--- src/rtl/rtc_irq_pkg.sv ---
package rtc_irq_pkg;
  localparam int NUM_EV   = 3;
  localparam int EV_UPD   = 0;
  localparam int EV_ALM   = 1;
  localparam int EV_PER   = 2;
  localparam int BIT_MSTR = 7;
  localparam int BIT_PER  = 6;
  localparam int BIT_ALM  = 5;
  localparam int BIT_UPD  = 4;
  localparam logic SEL_STATUS = 1'b0;
  localparam logic SEL_BATT   = 1'b1;
endpackage

--- src/rtl/rtc_rate_tap.sv ---
module rtc_rate_tap #(
  parameter int RATE_W = 4
) (
  input  logic              clk,
  input  logic              rst_n,
  input  logic              tick,
  input  logic [RATE_W-1:0] rate_sel,
  output logic              per_evt
);
  localparam int DIV_W  = (2 ** RATE_W) - 1;
  localparam int SEL_N  = 2 ** RATE_W;

  logic [DIV_W-1:0] div_q;
  logic [SEL_N-1:0] stage_rise;

  always_ff @(posedge clk or negedge rst_n) begin
    if (!rst_n) div_q <= '0;
    else if (tick) div_q <= div_q + {{(DIV_W-1){1'b0}}, 1'b1};
  end

  // stage k rises when the lower bits are all ones and bit k is zero
  assign stage_rise[0] = 1'b0;
  for (genvar k = 0; k < DIV_W; k++) begin : g_stage
    if (k == 0) begin : g_lsb
      assign stage_rise[1] = tick & ~div_q[0];
    end else begin : g_upper
      assign stage_rise[k+1] = tick & (&div_q[k-1:0]) & ~div_q[k];
    end
  end

  assign per_evt = stage_rise[rate_sel];
endmodule

--- src/rtl/rtc_event_flag.sv ---
module rtc_event_flag (
  input  logic clk,
  input  logic rst_n,
  input  logic set_i,
  input  logic clr_i,
  output logic flag_o
);
  // a set in the clearing cycle wins, so no event is lost
  always_ff @(posedge clk or negedge rst_n) begin
    if (!rst_n) flag_o <= 1'b0;
    else        flag_o <= set_i | (flag_o & ~clr_i);
  end
endmodule

--- src/rtl/rtc_irq_status.sv ---
module rtc_irq_status
  import rtc_irq_pkg::*;
#(
  parameter int RATE_W = 4
) (
  input  logic              clk,
  input  logic              rst_n,
  input  logic              upd_pulse,
  input  logic              alarm_pulse,
  input  logic              div_tick,
  input  logic              upd_en,
  input  logic              alarm_en,
  input  logic              per_en,
  input  logic [RATE_W-1:0] rate_sel,
  input  logic              rd_stb,
  input  logic              rd_addr,
  input  logic              batt_ok,
  output logic [7:0]        rd_data,
  output logic              irq_n
);
  logic              per_evt;
  logic [NUM_EV-1:0] ev_set;
  logic [NUM_EV-1:0] ev_en;
  logic [NUM_EV-1:0] flags;
  logic              rd_clr;
  logic              master;
  logic [7:0]        status_byte;
  logic [7:0]        batt_byte;

  rtc_rate_tap #(.RATE_W(RATE_W)) u_tap (
    .clk      (clk),
    .rst_n    (rst_n),
    .tick     (div_tick),
    .rate_sel (rate_sel),
    .per_evt  (per_evt)
  );

  always_comb begin
    ev_set         = '0;
    ev_set[EV_UPD] = upd_pulse;
    ev_set[EV_ALM] = alarm_pulse;
    ev_set[EV_PER] = per_evt;
    ev_en          = '0;
    ev_en[EV_UPD]  = upd_en;
    ev_en[EV_ALM]  = alarm_en;
    ev_en[EV_PER]  = per_en;
  end

  assign rd_clr = rd_stb & (rd_addr == SEL_STATUS);

  for (genvar i = 0; i < NUM_EV; i++) begin : g_flag
    rtc_event_flag u_flag (
      .clk    (clk),
      .rst_n  (rst_n),
      .set_i  (ev_set[i]),
      .clr_i  (rd_clr),
      .flag_o (flags[i])
    );
  end

  assign master = |(flags & ev_en);

  always_comb begin
    status_byte           = '0;
    status_byte[BIT_MSTR] = master;
    status_byte[BIT_PER]  = flags[EV_PER];
    status_byte[BIT_ALM]  = flags[EV_ALM];
    status_byte[BIT_UPD]  = flags[EV_UPD];
    batt_byte             = '0;
    batt_byte[7]          = batt_ok;
  end

  assign rd_data = (rd_addr == SEL_BATT) ? batt_byte : status_byte;

  always_ff @(posedge clk or negedge rst_n) begin
    if (!rst_n) irq_n <= 1'b1;
    else        irq_n <= ~master;
  end
endmodule

--- config.mk ---
export PLATFORM = sky130hd
export DESIGN_NAME = rtc_irq_status
export DESIGN_NICKNAME = d
export VERILOG_FILES = /design/src/rtl/rtc_irq_pkg.sv /design/src/rtl/rtc_rate_tap.sv /design/src/rtl/rtc_event_flag.sv /design/src/rtl/rtc_irq_status.sv
export SDC_FILE = /design/constraint.sdc
export NUM_CORES = 1
export LEC_CHECK = 0
export BUFFER_PORTS_ARGS = -buffer_cell sky130_fd_sc_hd__buf_2
export CAP_MARGIN = 20
export CORE_MARGIN = 3
export CORE_UTILIZATION = 57
export CTS_CLUSTER_SIZE = 28
export DETAILED_ROUTE_END_ITERATION = 12
export GPL_ROUTABILITY_DRIVEN = 0
export PLACE_DENSITY_LB_ADDON = 0.15
export SLEW_MARGIN = 20
export SYNTH_ARGS = -nofsm -noshare
export SYNTH_HDL_FRONTEND = slang
export SYNTH_HIERARCHICAL = 1
export SYNTH_SLANG_ARGS = --single-unit
--- constraint.sdc ---
create_clock -name clk -period 5.7 [get_ports clk]
set_clock_uncertainty 0.2 [all_clocks]
set_input_delay 0.57 -clock clk [delete_from_list [all_inputs] [get_ports clk]]
set_output_delay 0.57 -clock clk [all_outputs]
set_load 0.01 [all_outputs]
**Word-level counts from Yosys, hierarchy flattened**

Index checks and enable logic that the tools add are counted.

- $add $sub $neg: 1
- Order comparisons: 1
- Muxes and demuxes: 3
- Bitwise operators: 55
- Reductions and logical operators: 14

Operators by type and width:

| kind | number |
|---|---|
| bitwise AND 1 bit | 33 |
| inverter 1 bit | 18 |
| adder 15 x 1 -> 15 bit, second input constant | 1 |
| AND reduction 14 bit | 1 |
| AND reduction 13 bit | 1 |
| AND reduction 12 bit | 1 |
| AND reduction 11 bit | 1 |
| AND reduction 10 bit | 1 |
| AND reduction 9 bit | 1 |
| two-way mux 8 bit | 1 |
| AND reduction 8 bit | 1 |
| AND reduction 7 bit | 1 |
| AND reduction 6 bit | 1 |
| less-than comparator 4 x 5 -> 1 bit, second input constant | 1 |
| AND reduction 5 bit | 1 |
| binary-select mux 1 bit (select 4 bit) | 1 |
| AND reduction 4 bit | 1 |
| bitwise AND 3 bit | 1 |
| OR 1 bit | 3 |
| AND reduction 3 bit | 1 |
| OR reduction 3 bit | 1 |
| AND reduction 2 bit | 1 |
| two-way mux 1 bit | 1 |

- Flip-flop bits (word level): 19
- Bits of input ports: 15
- Output and inout port bits: 9
- Logic and storage cells: 79

**Depth between registers and ports, before layout**

Gate-level depths: netlist of run 1.

- Word-level depth: 6
- Mapped depth: 10
- Gate-level depth less buffers: 10

**Modules after synthesis**

The synthesis of run 1 kept the hierarchy.

Modules (own cells, without submodules):

| module | instances | cells an instance | area an instance (um^2) | seq. area each (um^2) |
|---|---|---|---|---|
| rtc_rate_tap | 1 | 94 | 934.6 | 375.4 |
| rtc_event_flag | 3 | 3 | 36.3 | 25.0 |
| rtc_irq_status | 1 | 13 | 108.9 | 26.3 |

**Worst setup path before layout of run 1**

No wires, ideal clock.

- Path type: reg2reg
- Start: register u_tap.div_q[0]
- End: register g_flag[2].u_flag.flag_o
- Library setup time: 64 ps
- Arrival: 1791 ps
- Required time: 5436 ps
- Path slack: 3645 ps
- Cell stages (with the launch flop): 10
- Path buffers: 0
- Period minus slack after synthesis: 2055 ps
- Cells stage by stage: dfrtp_1 > ha_1 > nand3_2 > nor2_1 > ha_1 > or4bb_1 > nand2_1 > o2111ai_1 > nand4_1 > a21o_1

- Cells in the longest elaborated chain, start to end: 6
- Elaborated cells on any way between the ends: 46
- Classes of those cells: 2 x mux; 31 x bitwise; 13 x reduce/logical

RTL lines:

| element | RTL line | source |
|---|---|---|
| from (decl) | rtc_rate_tap.sv:13 | `logic [DIV_W-1:0] div_q;` |
| from (signal assigned) | rtc_rate_tap.sv:18 | `else if (tick) div_q <= div_q + {{(DIV_W-1){1'b0}}, 1'b1};` |
| AND reduction 14 bit, or another cell as far along | rtc_rate_tap.sv:27 | `assign stage_rise[k+1] = tick & (&div_q[k-1:0]) & ~div_q[k];` |
| bitwise AND 1 bit (2 in a row) | rtc_rate_tap.sv:27 |  |
| binary-select mux 1 bit (select 4 bit) (*) | rtc_rate_tap.sv:31 | `assign per_evt = stage_rise[rate_sel];` |
| two-way mux 1 bit (implied by the code) (*) | rtc_rate_tap.sv:31 |  |
| net per_evt | rtc_irq_status.sv:21 | `logic per_evt;` |
| OR 1 bit (*) | rtc_event_flag.sv:11 | `else flag_o <= set_i \| (flag_o & ~clr_i);` |
| to (signal assigned) | rtc_event_flag.sv:11 |  |
| to (decl) | rtc_event_flag.sv:6 | `output logic flag_o` |

The timed path passes the listed nets; every way through them passes the cells marked *. The select of a mux whose other input is x is not followed.
A chain may end at the register's enable or synchronous reset.

**Worst setup path in the final report of run 1**

Ends and elaborated chain as after synthesis.

==> impl_metrics.ini, run 1 <==
[status]
status = finished with violations
violations = hold timing

[yosys]
synth_top_family_by_area = simple AND/OR/NAND/NOR gates
synth_flop_cell = dfrtp_1
yosysTopAreaCell = dfrtp_1
syn_avg_cell_area_um2 = 9.93
ys_seq_elements = 19
synth-seq-area-share = 0.414
synth_edf_count = 0
synth_xor_area_frac = 0.0836
synth.area.top_cells = dfrtp_1, xnor2_1, ha_1, mux2_2, xor2_1
ys_warn_count = 6
yosys.area_share.simple = 0.243
synthCells = 116
synthMuxAreaShare = 0.0478
synthDistinctLibCells = 40
syn-cell-area_um2 = 1150
async_flop_share = 1.00
synth_top_area_frac = 0.391
synth_fa_ha_area_frac = 0.0434
synth_compound_area_frac = 0.0999

[global_route]
grt_pass1_vias = 850
antenna_found_initial = 0
track_usage = 0.183
grt_max_degree = 20
grt_pass1_wl_mm = 3.64
overflow = 0

[sta]
rsz0062_at_grt = no
timing.fmax_mhz = 416
holdWs_ns = -0.00687
hold_violations = 8
finalSetupViolCount = 0
slew_violations = 0
timing.final.crit_share = 0.422
period_minus_slack_ns = 2.40
fin_tns_setup_ns = 0

[route]
viasPerCell = 5.50
wl_met2_um = 964
via_count = 885
routed-wl-met3_um = 175
drc = 0
dr.max_layer_used = met4
wl_mm = 2.10
routedWlPerCell_um = 13.0
drt_iter0_drc = 23
wl_met1_um = 949
drtPass1Iterations = 4
ant_nets = 0

[clock_tree]
cts_inserted_buffers = 3
cts_root_buf = clkbuf_4
cts_hold_buf = 0
htree_levels = 1
cts_setup_buffers = 0
clock_latency_ns = 0.29
cts_resized = 0
cts.sinks = 19
cts.clk_slew.worst_paths_ns = 0.11
cts_max_path_buffers = 2
cts_tree = built

[die]
row_count = 15
start_util = 0.633
die_w_um = 51.0
io_pins = 24
fp.dieArea_um2 = 2600
die_y_um = 51.0
coreArea_um2 = 1820

[power]
peakVddDrop_uv = 239
p_leak_nw = 0.604
power_density_nw_per_um2 = 291

[critical_path]
r2r-end = g_flag[2].u_flag/flag_o
cp-endpoint = g_flag[2].u_flag/flag_o
critPathLaunch = u_tap/div_q[0]
cp.arrival_ns = 2.44
crit_path_max_fanout = 6
critPathRequiredTime_ns = 5.73
reg2reg_slack_ns = 3.30
path_class = reg -> reg
rr_worst_depth = 9
cp-start-kind = flip-flop
r2r_start = u_tap/div_q[0]
end_kind = flip-flop

[finish]
final_nets = 156
syn_to_final_growth_pct = 9.66
diodes = 0
final_cells = 161
drive_gt1_frac = 0.228

[placement]
dpl.hpwl_mm = 1.61
portBuffers = 19
dp.cells = 157

[job]
drv_cap = 0

[min_path]
hold_path_class = in -> async
metrics by stage:
| step | setup WS [ns] | cell area (µm²) | utilization | total power (W) | hold WS (ns) |
|---|---|---|---|---|---|
| after floorplan | 3.64 | 1160 | - | 0.000271 | 0.0744 |
| after global placement | 3.47 | 1240 | 0.680 | 0.000297 | 0.255 |
| after detailed placement | 3.36 | 1240 | 0.680 | 0.000304 | 0.273 |
| after CTS | 3.32 | 1260 | 0.694 | 0.000368 | 0.00722 |
| after global routing | 3.16 | 1260 | 0.694 | 0.000393 | 0.00459 |
| final | 3.30 | 1260 | 0.694 | 0.000368 | -0.00687 |
worst max-delay path, stage by stage, from the launching register on:
cell and delay, ns:
dfrtp_1 0.47, ha_1 0.29, nand3_2 0.14, nor2_1 0.17, ha_1 0.18, or4bb_1 0.47
nand2_1 0.10, o2111ai_1 0.13, nand4_1 0.11, a21o_1 0.08
cells in the mapped netlist (2+ instances only):
library cell and n:
nand3_1 5, and3b_1 2, buf_4 4, nor2b_1 5
mux2_2 4, buf_6 2, nand2_1 8, xor2_1 5
nor2_1 10, nand3b_1 2, nand4_1 5, nor3_1 2
inv_1 6, dfrtp_1 18, ha_1 4, a21o_1 4
xnor2_1 6, o21ai_0 2
sequential cells by signal, indices dropped and copies added, names as in the netlist:
name                  count
g_flag.u_flag/flag_o      3
irq_n                     1
u_tap/div_q              15
power breakdown:
| part | switching, W | leakage, nW | total (W) | internal [W] |
|---|---|---|---|---|
| Sequential | 0.0000405 | 0.240 | 0.000203 | 0.000162 |
| Clock | 0.0000394 | 0.0150 | 0.0000666 | 0.0000271 |
| Combinational | 0.0000458 | 0.349 | 0.0000986 | 0.0000528 |
| Total | 0.000126 | 0.604 | 0.000368 | 0.000242 |
cells in the final DEF, fill, tap and decap left out, types with 2 or more instances in the layout:
cell,count
inv_1,6
and3b_1,2
ha_1,4
xor2_1,5
conb_1,4
mux2_2,4
nor2b_1,5
nand3b_1,2
a21o_1,4
dfrtp_1,18
nor2_1,10
nor3_1,2
xnor2_1,6
nand4_1,5
o21ai_0,2
nand3_1,5
clkbuf_4,3
nand2_1,8
buf_2,19
cell families after synthesis:
logic type,after synthesis
AND/OR/NAND/NOR,49
adder cells (fa/ha/maj),4
XOR/XNOR,11
other,1
flip-flops,19
AO/OA/AOI/OAI,15
buffers and inverters,12
multiplexers,5
how the worst min path moves through the flow:
stage                    start                 endpoint  slack (ns)  cells past startpoint
6_report                 rst_n           u_tap/div_q[6]      -0.007                      1
3_5_place_dp   u_tap/div_q[14]          u_tap/div_q[14]        0.27                      1
2_1_floorplan            rst_n  g_flag[0].u_flag/flag_o        0.07                      0
3_3_place_gp   u_tap/div_q[14]          u_tap/div_q[14]        0.25                      1
5_1_grt                  rst_n           u_tap/div_q[5]       0.005                      1
4_1_cts                  rst_n           u_tap/div_q[5]       0.007                      1
final cells by class:
class | instances | area (µm²)
multi-input combinational | 88 | 612
inverter | 6 | 22.5
sequential | 19 | 477
timing repair buffer | 19 | 95.1
clock buffer | 4 | 26.3
tap | 25 | 31.3
fill | 135 | 557
per-layer routing:
layer / vias to the layer above / GRT usage
met5: - / 0
met4: 0 / 0.0448
met3: 2 / 0.0466
met2: 36 / 0.313
met1: 406 / 0.228
li1: 441 / -
(Power assumes the default switching activity.)
==> run 2: changes to the inputs <==
- ABC_AREA: default -> 1
- CORE_UTILIZATION: 57 -> 49
- clock period: 5.7 -> 2 ns (I/O delays scaled with it)
==> run 2 against run 1 <==
  * The run now ends clean
  * Worst setup slack got worse by 3.1 ns
  * Global-route usage decreased by 0.84 points
  * Flip-flop and latch count unchanged
  * Cell area increased by 17%
  * Core utilization is 5.8 points lower
  * Power rose to 3.1 times the previous value
  * Clock power rose to 2.9 times the previous value
  * Largest cell class unchanged
==> impl_metrics.ini, run 2 <==
[status]
status = completed

[route]
drt_iter0_drc = 23
wl_met1_mm = 1.14
drtPass1Iterations = 4
ant_nets = 0
drc = 0
viasPerCell = 5.03
wl_met2_mm = 1.23
wl_mm = 2.55
via_count = 1106
routed-wl-met3_um = 136
dr.max_layer_used = met4
routedWlPerCell_um = 11.6

[finish]
final_nets = 212
syn_to_final_growth_pct = 16.8
drive_gt1_frac = 0.229
largest_register_ffs = 15
final_common_cell = nand2_1
diodes = 0
reg_top3 = u_tap/div_q x15, g_flag.u_flag/flag_o x3, irq_n x1
final_cell_mix = nand2_1, inv_1, buf_2, dfrtp_1, nor2_1
regMostFlops = u_tap/div_q

[power]
swShare = 0.382
p_int_w = 0.000707
p_seq_frac = 0.482
p_comb_frac = 0.348
power_density_nw_per_um2 = 775
peakVddDrop_uv = 769
p_leak_nw = 0.821
p_switching_w = 0.000436
p_clk_frac = 0.170

[global_route]
overflow = 0
grt_pass1_vias = 985
track_usage = 0.174
grt_pass1_wl_mm = 4.43
antenna_found_initial = 0
grt_max_degree = 20

[critical_path]
rr_worst_depth = 14
cp-endpoint = g_flag[2].u_flag/flag_o
critPathRequiredTime_ns = 2.00
r2r-end = g_flag[2].u_flag/flag_o
path_class = reg -> reg
end_kind = flip-flop
reg2reg_slack_ns = 0.16
critPathLaunch = u_tap/div_q[0]
cp-start-kind = flip-flop
crit_path_max_fanout = 4
r2r_start = u_tap/div_q[0]
cp.arrival_ns = 1.84

[clock_tree]
cts_root_buf = clkbuf_4
cts_tree = built
cts_inserted_buffers = 3
htree_levels = 1
cts.clk_slew.worst_paths_ns = 0.11
cts.sinks = 19
clock_latency_ns = 0.30
cts_max_path_buffers = 2

[yosys]
synth.area.top_cells = dfrtp_1, nand2_1, inv_1, nor2_1, xor2_1
synth_most_common_cell = nand2_1
async_flop_share = 1.00
syn-cell-area_um2 = 1260
ys_warn_count = 6
synth_edf_count = 0
ys_seq_elements = 19
synthCells = 163
syn_avg_cell_area_um2 = 7.75
synth_flop_cell = dfrtp_1
synth-seq-area-share = 0.378
synthDistinctLibCells = 30
yosys-top-cells-count = nand2_1, inv_1, dfrtp_1
synth_top_area_frac = 0.357
yosysTopAreaCell = dfrtp_1

[sta]
finalSetupViolCount = 0
timing.final.crit_share = 0.922
timing.fmax_mhz = 542
holdWs_ns = 0.0368
rsz0062_at_grt = no
period_minus_slack_ns = 1.84
hold_violations = 0
fin_tns_setup_ns = 0
slew_violations = 0
fin_ws_ns = 0.156

[job]
drv_cap = 0

[placement]
portBuffers = 19
dpl.hpwl_mm = 1.91
dp_slack_ns = 0.0866

[die]
row_count = 17
die_w_um = 56.8
die_y_um = 56.8
fp.dieArea_um2 = 3220
start_util = 0.545
io_pins = 24
coreArea_um2 = 2320

[min_path]
hold_path_class = in -> reg
-- run 2: changes by cell type after synthesis, moves of 3 or more --
cell | previous run | this run
a21o_1 | 4 | 0
a21oi_1 | 0 | 3
inv_1 | 6 | 25
inv_2 | 0 | 3
mux2_2 | 4 | 0
nand2_1 | 8 | 36
nand3_1 | 5 | 10
nand3_2 | 1 | 5
nor2_1 | 10 | 16
nor2b_1 | 5 | 0
nor3_1 | 2 | 5
xnor2_1 | 6 | 3
-- run 2: metrics by stage --
| stage | instance area, µm² | std cells | util | power, W |
|---|---|---|---|---|
| 2_1_floorplan | 1270 | 166 | - | 0.000807 |
| 3_3_place_gp | 1380 | 209 | 0.595 | 0.000903 |
| 3_5_place_dp | 1380 | 209 | 0.595 | 0.000923 |
| 4_1_cts | 1470 | 219 | 0.632 | 0.00113 |
| 5_1_grt | 1480 | 220 | 0.636 | 0.00124 |
| 6_report | 1480 | 220 | 0.636 | 0.00114 |
-- run 2: cell families after synthesis --
kind of cell             share of synthesized area
AND/OR/NAND/NOR                              0.352
buffers and inverters                        0.115
flip-flops                                   0.378
AO/OA/AOI/OAI                               0.0506
XOR/XNOR                                    0.0624
adder cells (fa/ha/maj)                     0.0396
other                                      0.00297
-- run 2: per-layer routing --
layer	GRT usage	vias up
met5	0	-
met4	0.0695	0
met3	0.0230	5
met2	0.290	34
met1	0.227	505
li1	-	562
-- run 2: timing repair --
item / in CTS / in global routing
endpoints found under the setup margin: 0 / 1
hold buffers: 6 / 0
hold endpoints to repair: 23 / 0
buffers inserted: 0 / 1
gates resized for setup: 0 / 1
-- run 2: how the worst min path moves through the flow --
| stage | start | to | slack, ns | cells after the start |
|---|---|---|---|---|
| after floorplan | rst_n | g_flag[0].u_flag/flag_o | -0.30 | 0 |
| after global placement | rst_n | g_flag[1].u_flag/flag_o | -0.04 | 1 |
| after detailed placement | rst_n | g_flag[1].u_flag/flag_o | -0.03 | 1 |
| after CTS | div_tick | u_tap/div_q[0] | 0.03 | 2 |
| after global routing | div_tick | u_tap/div_q[2] | 0.04 | 3 |
| final | div_tick | u_tap/div_q[0] | 0.04 | 2 |
-- run 2: power groups by stage --
stage / combinational [W] / sequential, W / clock (W)
6_report: 0.000398 / 0.000551 / 0.000194
4_1_cts: 0.000375 / 0.000553 / 0.000206
2_1_floorplan: 0.000255 / 0.000552 / 0
3_3_place_gp: 0.000348 / 0.000555 / 0
5_1_grt: 0.000451 / 0.000562 / 0.000225
3_5_place_dp: 0.000364 / 0.000559 / 0
-- run 2: worst max-delay path, stage by stage (launching register included) --
cell and delay, ns:
dfrtp_1 0.40, ha_2 0.20, inv_2 0.09, nor2_4 0.06, nand2_4 0.09, inv_1 0.05, ha_1 0.16, a31oi_1 0.12
nand2_1 0.07, nand3_1 0.06, nand2_1 0.05, nand2_1 0.05, nand2_1 0.04, inv_1 0.04, nand2_1 0.04
-- run 2: layout make-up --
| cell class | count | area [µm²] |
|---|---|---|
| tap | 28 | 35.0 |
| multi-input combinational | 113 | 654 |
| sequential | 19 | 477 |
| inverter | 28 | 105 |
| timing repair buffer | 28 | 178 |
| fill | 200 | 843 |
| clock buffer | 4 | 26.3 |
==> run 3: changes to the inputs <==
- BUFFER_PORTS_ARGS: -buffer_cell sky130_fd_sc_hd__buf_2 -> default
- CORE_UTILIZATION: 49 -> 40
- DONT_BUFFER_PORTS: default -> 1
==> run 3 against run 2 <==
  * Sequential power is essentially flat
  * Flip-flop and latch count is the same
  * Wire length grew 0.55%
  * Largest cell class unchanged
  * Largest power group unchanged
  * Highest routed layer unchanged
==> impl_metrics.ini, run 3 (synthesis gave the netlist of run 2 again) <==
[finish]
drive_gt1_frac = 0.156
final_nets = 199
final_common_cell = nand2_1
fill_cells = 273
syn_to_final_growth_pct = 15.4
diodes = 0
reg_top3 = u_tap/div_q x15, g_flag.u_flag/flag_o x3, irq_n x1
regMostFlops = u_tap/div_q
largest_register_ffs = 15
final_util = 0.506
final_cell_mix = nand2_1, inv_1, dfrtp_1, nor2_1, dlygate4sd3_1

[sta]
slew_violations = 0
fin_tns_setup_ns = 0
timing.final.crit_share = 0.934
finalSetupViolCount = 0
max_slew_margin = 0.422
tightest_slew_ns = 0.864
hold_violations = 0
period_minus_slack_ns = 1.87
rsz0062_at_grt = no
timing.fmax_mhz = 535

[critical_path]
path_class = in -> reg
cp-start-kind = input pin
rr_worst_depth = 11
r2r-end = g_flag[2].u_flag/flag_o
r2r_start = u_tap/div_q[1]
cp.arrival_ns = 1.90
crit_path_max_fanout = 10
end_kind = flip-flop
reg2reg_slack_ns = 0.15
critPathRequiredTime_ns = 2.03

[route]
drtPass1Iterations = 4
via_count = 1022
wl_mm = 2.56
drc = 0
viasPerCell = 4.62
routedWlPerCell_um = 11.6
ant_nets = 0
drt_iter0_drc = 17

[clock_tree]
cts_tree = built
cts_inserted_buffers = 3
cts_root_buf = clkbuf_4
clock_latency_ns = 0.30
cts.clk_slew.worst_paths_ns = 0.11
htree_levels = 1
cts_max_path_buffers = 2
cts.sinks = 19

[min_path]
whs_path_depth = 6
min_from = rate_sel[2]
min_to = g_flag[2].u_flag/flag_o
hold_path_class = in -> reg

[die]
die_w_um = 62.2
row_count = 19
start_util = 0.439
die_y_um = 62.2
io_pins = 24
coreArea_um2 = 2880
fp.dieArea_um2 = 3870

[job]
drv_cap = 0

[global_route]
grt_pass1_wl_mm = 4.53
overflow = 0
grt_max_degree = 20
track_usage = 0.143
grt_pass1_vias = 1020
antenna_found_initial = 0

[power]
peakVddDrop_uv = 503
power_density_nw_per_um2 = 766
p_leak_nw = 0.769

[placement]
dpl.hpwl_mm = 1.91
portBuffers = 0

[status]
status = completed
## run 3: cell count changes in the layout (fill, tap and decap cells not counted), sizes merged
| cell | before | now |
|---|---|---|
| buf | 22 | 4 |
| dlygate4sd3 | 6 | 11 |
| clkbuf | 4 | 3 |
| clkinv | 0 | 1 |
## run 3: stage by stage
step | instances | hold WS (ns) | instance area, µm² | worst slack [ns] | power [W]
floorplan | 166 | -0.296 | 1270 | 0.142 | 0.000807
global placement | 204 | -0.295 | 1300 | 0.155 | 0.000872
detailed placement | 204 | -0.295 | 1300 | 0.0899 | 0.000880
CTS | 219 | 0.00602 | 1440 | 0.0658 | 0.00111
global route | 221 | 0.0347 | 1460 | 0.0120 | 0.00122
finish | 221 | 0.0136 | 1460 | 0.131 | 0.00112
## run 3: worst max path at each step
stage                              start                      end  slack [ns]  depth (start not counted)
after floorplan           u_tap/div_q[0]  g_flag[2].u_flag/flag_o        0.14                         14
after global placement    u_tap/div_q[1]  g_flag[2].u_flag/flag_o        0.16                         14
after detailed placement  u_tap/div_q[1]  g_flag[2].u_flag/flag_o        0.09                         14
after CTS                 u_tap/div_q[1]  g_flag[2].u_flag/flag_o        0.07                         14
after global routing      u_tap/div_q[1]  g_flag[2].u_flag/flag_o        0.01                         14
final                           div_tick          u_tap/div_q[13]        0.13                          6
## run 3: worst max-delay path, cell delays in order
cell and delay [ns]:
dlygate4sd3_1 0.80, inv_2 0.21, nor3_4 0.21, nand4_1 0.17, nor3_2 0.15, xor2_1 0.15
## run 3: metal layers
metal	routed length [µm]	GRT usage	up-vias
met3	134	0.0523	2
met2	1230	0.243	27
met1	1180	0.176	458
met5	0	0	-
li1	-	-	535
met4	18	0.0249	0
## run 3: cell type report
cell class / count / area [µm²] / area share
timing repair buffer: 15 / 140 / 0.0962
clock inverter: 1 / 5.00 / 0.00344
clock buffer: 3 / 22.5 / 0.0155
inverter: 28 / 105 / 0.0722
tap: 42 / 52.6 / 0.0361
sequential: 19 / 477 / 0.327
multi-input combinational: 113 / 654 / 0.449
## run 3: timing repair
action	CTS	global route
endpoints found under the hold margin	30	0
setup endpoints to repair	0	1
setup buffers	0	2
gates resized for setup	0	2
hold buffers	11	0
## run 3: power breakdown
part / switching [W] / internal [W] / total, W
logic: 0.000216 / 0.000153 / 0.000369
registers: 0.0000850 / 0.000468 / 0.000553
clock network: 0.000120 / 0.0000745 / 0.000194
total: 0.000420 / 0.000696 / 0.00112
